`src/rtl/adc_seq_pkg.sv`:
```
package adc_seq_pkg;
   typedef enum logic [1:0] {
      PH_IDLE    = 2'd0,
      PH_SAMPLE  = 2'd1,
      PH_CONVERT = 2'd2
   } phase_t;
endpackage

```
`src/rtl/adc_clk_div.sv`:
```
module adc_clk_div #(
   parameter int SEL_W = 3
) (
   input  logic             clk,
   input  logic             rst_n,
   input  logic             run,
   input  logic [SEL_W-1:0] sel,
   output logic             tick
);
   localparam int CNT_W = (1 << SEL_W) - 1;

   logic [CNT_W-1:0] cnt;
   logic [CNT_W-1:0] mask;

   generate
      if (SEL_W < 1 || SEL_W > 4) begin : g_bad_sel
         $error("adc_clk_div: SEL_W must be 1..4");
      end
      for (genvar b = 0; b < CNT_W; b++) begin : g_mask
         assign mask[b] = (b < int'(sel));
      end
   endgenerate

   always_ff @(posedge clk or negedge rst_n) begin
      if (!rst_n)    cnt <= '0;
      else if (!run) cnt <= '0;
      else           cnt <= cnt + 1'b1;
   end

   assign tick = run && ((cnt & mask) == mask);


   undivided_tick_chk: assert property (@(posedge clk) disable iff (!rst_n)
      (run && $past(run) && sel == '0 && $past(sel) == '0) |-> tick);
endmodule

```
`src/rtl/adc_settle.sv`:
```
module adc_settle #(
   parameter int SETTLE_CYC = 64
) (
   input  logic clk,
   input  logic rst_n,
   input  logic enable,
   output logic ready
);
   generate
      if (SETTLE_CYC < 0) begin : g_bad
         $error("adc_settle: SETTLE_CYC must not be negative");
      end
      if (SETTLE_CYC == 0) begin : g_none
         assign ready = enable;
      end else begin : g_count
         localparam int CW = $clog2(SETTLE_CYC + 1);
         localparam logic [CW-1:0] LIM = CW'(SETTLE_CYC);
         logic [CW-1:0] cnt;
         always_ff @(posedge clk or negedge rst_n) begin
            if (!rst_n)          cnt <= '0;
            else if (!enable)    cnt <= '0;
            else if (cnt != LIM) cnt <= cnt + 1'b1;
         end
         assign ready = enable && (cnt == LIM);
      end
   endgenerate
endmodule

```
`src/rtl/adc_sar_core.sv`:
```
module adc_sar_core
   import adc_seq_pkg::*;
#(
   parameter int RES_W      = 12,
   parameter int SAMPLE_CYC = 4,
   parameter int CH_W       = 4
) (
   input  logic             clk,
   input  logic             rst_n,
   input  logic             enable,
   input  logic             go,
   input  logic             tick,
   input  logic [CH_W-1:0]  ch_in,
   input  logic             cmp_below,
   output logic             busy,
   output logic             sample_hold,
   output logic [CH_W-1:0]  ch_out,
   output logic [RES_W-1:0] trial,
   output logic             fin,
   output logic [RES_W-1:0] fin_code
);
   localparam int IDX_W  = $clog2(RES_W);
   localparam int SCNT_W = (SAMPLE_CYC > 1) ? $clog2(SAMPLE_CYC) : 1;
   localparam logic [RES_W-1:0]  MSB   = {1'b1, {(RES_W-1){1'b0}}};
   localparam logic [IDX_W-1:0]  TOP   = IDX_W'(RES_W - 1);
   localparam logic [SCNT_W-1:0] S_END = SCNT_W'(SAMPLE_CYC - 1);

   generate
      if (RES_W < 2)      begin : g_bad_res  $error("adc_sar_core: RES_W must be >= 2"); end
      if (SAMPLE_CYC < 1) begin : g_bad_samp $error("adc_sar_core: SAMPLE_CYC must be >= 1"); end
      if (CH_W < 1)       begin : g_bad_ch   $error("adc_sar_core: CH_W must be >= 1"); end
   endgenerate

   phase_t            phase;
   logic [SCNT_W-1:0] scnt;
   logic [IDX_W-1:0]  idx;
   logic [RES_W-1:0]  sar;
   logic [RES_W-1:0]  sar_nxt;
   logic [CH_W-1:0]   ch_q;

   always_comb begin
      sar_nxt = sar;
      if (cmp_below) sar_nxt[idx] = 1'b0;
      if (idx != '0) sar_nxt[idx - 1'b1] = 1'b1;
   end

   always_ff @(posedge clk or negedge rst_n) begin
      if (!rst_n) begin
         phase <= PH_IDLE;
         scnt  <= '0;
         idx   <= '0;
         sar   <= '0;
         ch_q  <= '0;
      end else if (!enable) begin
         phase <= PH_IDLE;
      end else begin
         case (phase)
            PH_IDLE: if (go) begin
               phase <= PH_SAMPLE;
               scnt  <= '0;
               ch_q  <= ch_in;
            end
            PH_SAMPLE: if (tick) begin
               if (scnt == S_END) begin
                  phase <= PH_CONVERT;
                  sar   <= MSB;
                  idx   <= TOP;
               end else begin
                  scnt <= scnt + 1'b1;
               end
            end
            PH_CONVERT: if (tick) begin
               sar <= sar_nxt;
               if (idx == '0) phase <= PH_IDLE;
               else           idx   <= idx - 1'b1;
            end
            default: phase <= PH_IDLE;
         endcase
      end
   end

   assign busy        = (phase != PH_IDLE);
   assign sample_hold = (phase == PH_SAMPLE);
   assign trial       = (phase == PH_CONVERT) ? sar : '0;
   assign ch_out      = ch_q;
   assign fin         = enable && tick && (phase == PH_CONVERT) && (idx == '0);
   assign fin_code    = sar_nxt;


   sample_first_chk: assert property (@(posedge clk) disable iff (!rst_n)
      $rose(busy) |-> sample_hold);

   msb_trial_chk: assert property (@(posedge clk) disable iff (!rst_n)
      (busy && $fell(sample_hold)) |-> (trial == MSB));

   abort_chk: assert property (@(posedge clk) disable iff (!rst_n)
      !enable |=> !busy);

   chan_hold_chk: assert property (@(posedge clk) disable iff (!rst_n)
      (busy && $past(busy)) |-> $stable(ch_out));
endmodule

```
`src/rtl/adc_seq_ctrl.sv`:
```
module adc_seq_ctrl #(
   parameter int RES_W      = 12,
   parameter int SAMPLE_CYC = 4,
   parameter int CH_W       = 4,
   parameter int SEL_W      = 3,
   parameter int SETTLE_CYC = 64
) (
   input  logic             clk,
   input  logic             rst_n,
   input  logic             enable,
   input  logic [SEL_W-1:0] div_sel,
   input  logic             start,
   input  logic [CH_W-1:0]  ch_sel,
   input  logic             cmp_below,
   output logic             busy,
   output logic             sample_hold,
   output logic [CH_W-1:0]  ch_out,
   output logic [RES_W-1:0] trial_code,
   output logic [RES_W-1:0] result
);
   logic ready;
   logic tick;
   logic go;
   logic fin;
   logic [RES_W-1:0] fin_code;

   adc_settle #(.SETTLE_CYC(SETTLE_CYC)) u_settle (
      .clk(clk), .rst_n(rst_n), .enable(enable), .ready(ready)
   );

   adc_clk_div #(.SEL_W(SEL_W)) u_div (
      .clk(clk), .rst_n(rst_n), .run(busy), .sel(div_sel), .tick(tick)
   );

   assign go = start && ready && !busy;

   adc_sar_core #(.RES_W(RES_W), .SAMPLE_CYC(SAMPLE_CYC), .CH_W(CH_W)) u_core (
      .clk(clk), .rst_n(rst_n), .enable(enable), .go(go), .tick(tick),
      .ch_in(ch_sel), .cmp_below(cmp_below), .busy(busy),
      .sample_hold(sample_hold), .ch_out(ch_out), .trial(trial_code),
      .fin(fin), .fin_code(fin_code)
   );

   always_ff @(posedge clk or negedge rst_n) begin
      if (!rst_n)   result <= '0;
      else if (fin) result <= fin_code;
   end


   start_gate_chk: assert property (@(posedge clk) disable iff (!rst_n)
      $rose(busy) |-> $past(enable && ready));

   result_hold_chk: assert property (@(posedge clk) disable iff (!rst_n)
      !$past(fin) |-> $stable(result));
endmodule

```
`config.mk`:
```
export PLATFORM = sky130hd
export DESIGN_NAME = adc_seq_ctrl
export DESIGN_NICKNAME = d
export VERILOG_FILES = /design/src/rtl/adc_seq_pkg.sv /design/src/rtl/adc_clk_div.sv /design/src/rtl/adc_settle.sv /design/src/rtl/adc_sar_core.sv /design/src/rtl/adc_seq_ctrl.sv
export SDC_FILE = /design/constraint.sdc
export NUM_CORES = 1
export LEC_CHECK = 0
export CAP_MARGIN = 15
export CORE_AREA = 2 2 119 92
export DETAILED_ROUTE_END_ITERATION = 10
export DIE_AREA = 0 0 121 94
export GPL_ROUTABILITY_DRIVEN = 0
export HOLD_SLACK_MARGIN = 0.12
export SETUP_SLACK_MARGIN = 0.3
export SLEW_MARGIN = 20
export SYNTH_ARGS = -nofsm -noshare
export SYNTH_HDL_FRONTEND = slang
export SYNTH_HIERARCHICAL = 1
export SYNTH_SLANG_ARGS = --single-unit
```
`constraint.sdc`:
```
create_clock -name clk -period 2.15 [get_ports clk]
set_clock_uncertainty 0.05 [all_clocks]
set_input_delay 0.215 -clock clk [delete_from_list [all_inputs] [get_ports clk]]
set_output_delay 0.215 -clock clk [all_outputs]
set_load 0.005 [all_outputs]
```
==> metrics.txt <==
leakage power=1.97 nW; Worst R2R Start=u_settle/g_count.cnt[2]; initial core utilization=0.277; initial antenna violation count=0; largest net degree at the start of global routing=~50; Finished Cell Area=~0.0041 mm2; #FFs+latches synth=50; Fin Setup TNS=0 ps; Switch Pwr=about 380 uW; Avg Cell Area, Syn=roughly 10 um2; Synth cell types=54; Residual DRC=0; Final Instance Count excl. Fillers=499; Post-synth ARST share=1.00; RSZ-0062 raised after global routing=true; EDFF count, synth=0; max_cap viols=0; Cell Area, Placed=about 0.0035 mm2; Power Internal=approximately 1.4 mW; nature of the critical path startpoint=flop; Max FO, Critical Path=4; Final nets=384; drt pass-1 iters=4; Mapped Nets=~300; Post-Syn Instances=about 280; Die Wd=about 120 um; number of diodes=0; CTS tree=done; Required @ worst endpoint=between 2000 and 2500 ps; CP startpoint=u_settle/g_count.cnt[2]; pwr dens=441 mW/mm2; Max Root-Sink Buffers=2; grt ovf=0; pre-CTS WS=-85.5 ps; CP endpoint kind=flop; Die H=94 um; via density per instance=between 4 and 5; relative slew slack=0.756; CTS Sinks=50; Tmin final=approximately 2000 ps; placed cells=459; core area=0.0101 mm2; Final WS setup=roughly 170 ps; die area=0.0114 mm2; final wirelength=7100 um; clock power share=0.419; Port Buffers=41; root buffer cell=clkbuf_16; sw frac=0.208; dominant synthesized flop cell=dfrtp_1; final hold vios=0; WS Path Type=reg -> reg; GRT Total Usage=0.124; Ys Warns=6; Max VDD drop=about 280 uV; H-tree levels=2; hpwl dp=between 4000 and 5000 um; total number of vias=2374; Ports=between 40 and 50; Routed Antenna Nets=0; Tcrit/Tclk final=0.920; crit path DAT=2100 ps; FP Rows=32; status=completed; worst hold-check path type=in -> async; Max Freq=between 500 and 600 MHz; Final Max Tran Viols=0; area grow syn2layout=45.8%; Comb pwr share=0.052; worst-skew pair later-pin latency=around 280 ps; CTS buffer count=5; Seq/Total Area, Yosys=0.446; Iteration-0 DRC Markers=78; setup violators final=0; clock-pin slew on the worst setup and hold paths=60 ps; DR WL/cell=14.2 um; ratio of cells with drive above 1 in the final layout=0.317; mapped cell area=between 0.002 and 0.003 mm2; first-pass GRT wire length=around 11000 um; vias in the first global route=~2300; part of the power in registers=0.530; worst slew pin tran=around 370 ps
-- placed cells by master, fill, tap and decap left out, types with 6 or more instances in the layout --
cell type	n
buf_6	7
nand3_1	15
a22o_1	12
nand2_1	25
mux2_4	16
inv_1	11
o21ai_0	8
clkbuf_16	6
dlymetal6s2s_1	8
dfrtp_1	47
buf_4	38
and2_1	12
clkdlybuf4s50_1	27
ha_1	8
-- registers in the layout, indices dropped and copies added, names as in the netlist --
signal	cells
result	12
u_core/sar	12
u_div/cnt	7
u_settle/g_count.cnt	7
u_core/ch_out	4
u_core/idx	4
u_core/phase	2
u_core/scnt	2
-- Yosys cell counts, drive strengths merged (3+ instances only) --
cell	n	area [um2]
a21boi	4	30.0
a21o	3	23.8
a21oi	10	50.1
a22o	13	115
and2	14	87.6
and3	3	18.8
buf	7	60.1
clkbuf	4	16.3
dfrtp	50	1250
ha	10	125
inv	14	52.6
mux2	17	229
nand2	28	105
nand2b	4	25.0
nand3	18	100
nand3b	3	22.5
nor2	13	56.3
nor3b	3	22.5
o21ai	13	65.1
o2bb2ai	5	43.8
or3	4	30.0
xnor2	4	35.0
-- repair_timing --
item / 4_1_cts / 5_1_grt
cloned: 1 / 1
gates resized for setup: 18 / 47
endpoints found under the hold margin: 50 / 0
buffers inserted: 19 / 10
pin swaps: 10 / 15
endpoints found under the setup margin: 46 / 45
hold buffers: 1 / 0
-- layout make-up --
cell class,instances,area [um2]
inverter,14,52.6
tap,136,170
multi-input combinational,201,1620
fill,979,6040
clock buffer,8,136
timing repair buffer,90,861
sequential,50,1250
-- cell families (layout without fill, tap and decap cells) --
| family | count (synthesis) | count (layout) | synth area share |
|---|---|---|---|
| flops | 50 | 50 | 0.446 |
| simple gates | 105 | 105 | 0.206 |
| mux | 19 | 19 | 0.0888 |
| xor+xnor | 5 | 5 | 0.0156 |
| compound gates | 61 | 62 | 0.153 |
| buf+inv | 25 | 112 | 0.0459 |
| fa+ha+maj | 10 | 10 | 0.0446 |
-- worst max-delay path, stage by stage, from the launching register on --
cell and delay, ps:
dfrtp_1 390, nor4_2 250, and3_1 200, and2_4 140, and3b_1 150, nand2b_1 120, nor2_4 240, mux2_4 320
-- per-stage QoR --
step,total power [mW],utilization,hold WS (ps)
floorplan,0.997,-,-131
global placement,1.06,0.346,177
detailed placement,1.06,0.346,177
CTS,1.83,0.379,410
global route,1.88,0.404,443
finish,1.80,0.404,400
-- path summary, 6_finish.rpt --
kind / to / slack, ps / depth (start not counted)
max: u_core/ch_out[1] / 170 / 7
min: u_settle/g_count.cnt[1] / 400 / 3
max reg2reg: u_core/ch_out[1] / 170 / 7
min reg2reg: u_core/ch_out[1] / 460 / 1
max in group asynchronous: u_core/phase[1] / 1410 / 3
min in group clk: u_core/ch_out[1] / 460 / 1
-- metal layers --
layer  up-vias  part of all wire  track usage
met5         -                 0            0
met4         0             0.012       0.0329
met3         9             0.058       0.0376
met2        54              0.44        0.188
met1      1156              0.49        0.171
li1       1155                 -            -
-- power by group through the flow --
stage / logic [mW] / registers (mW) / clock network, mW
floorplan: 0.0248 / 0.972 / 0
global placement: 0.0855 / 0.973 / 0
detailed placement: 0.0880 / 0.973 / 0
CTS: 0.0943 / 0.954 / 0.778
global route: 0.105 / 0.954 / 0.822
finish: 0.0934 / 0.954 / 0.754
Note: power is estimated with default switching activity, not from simulation.
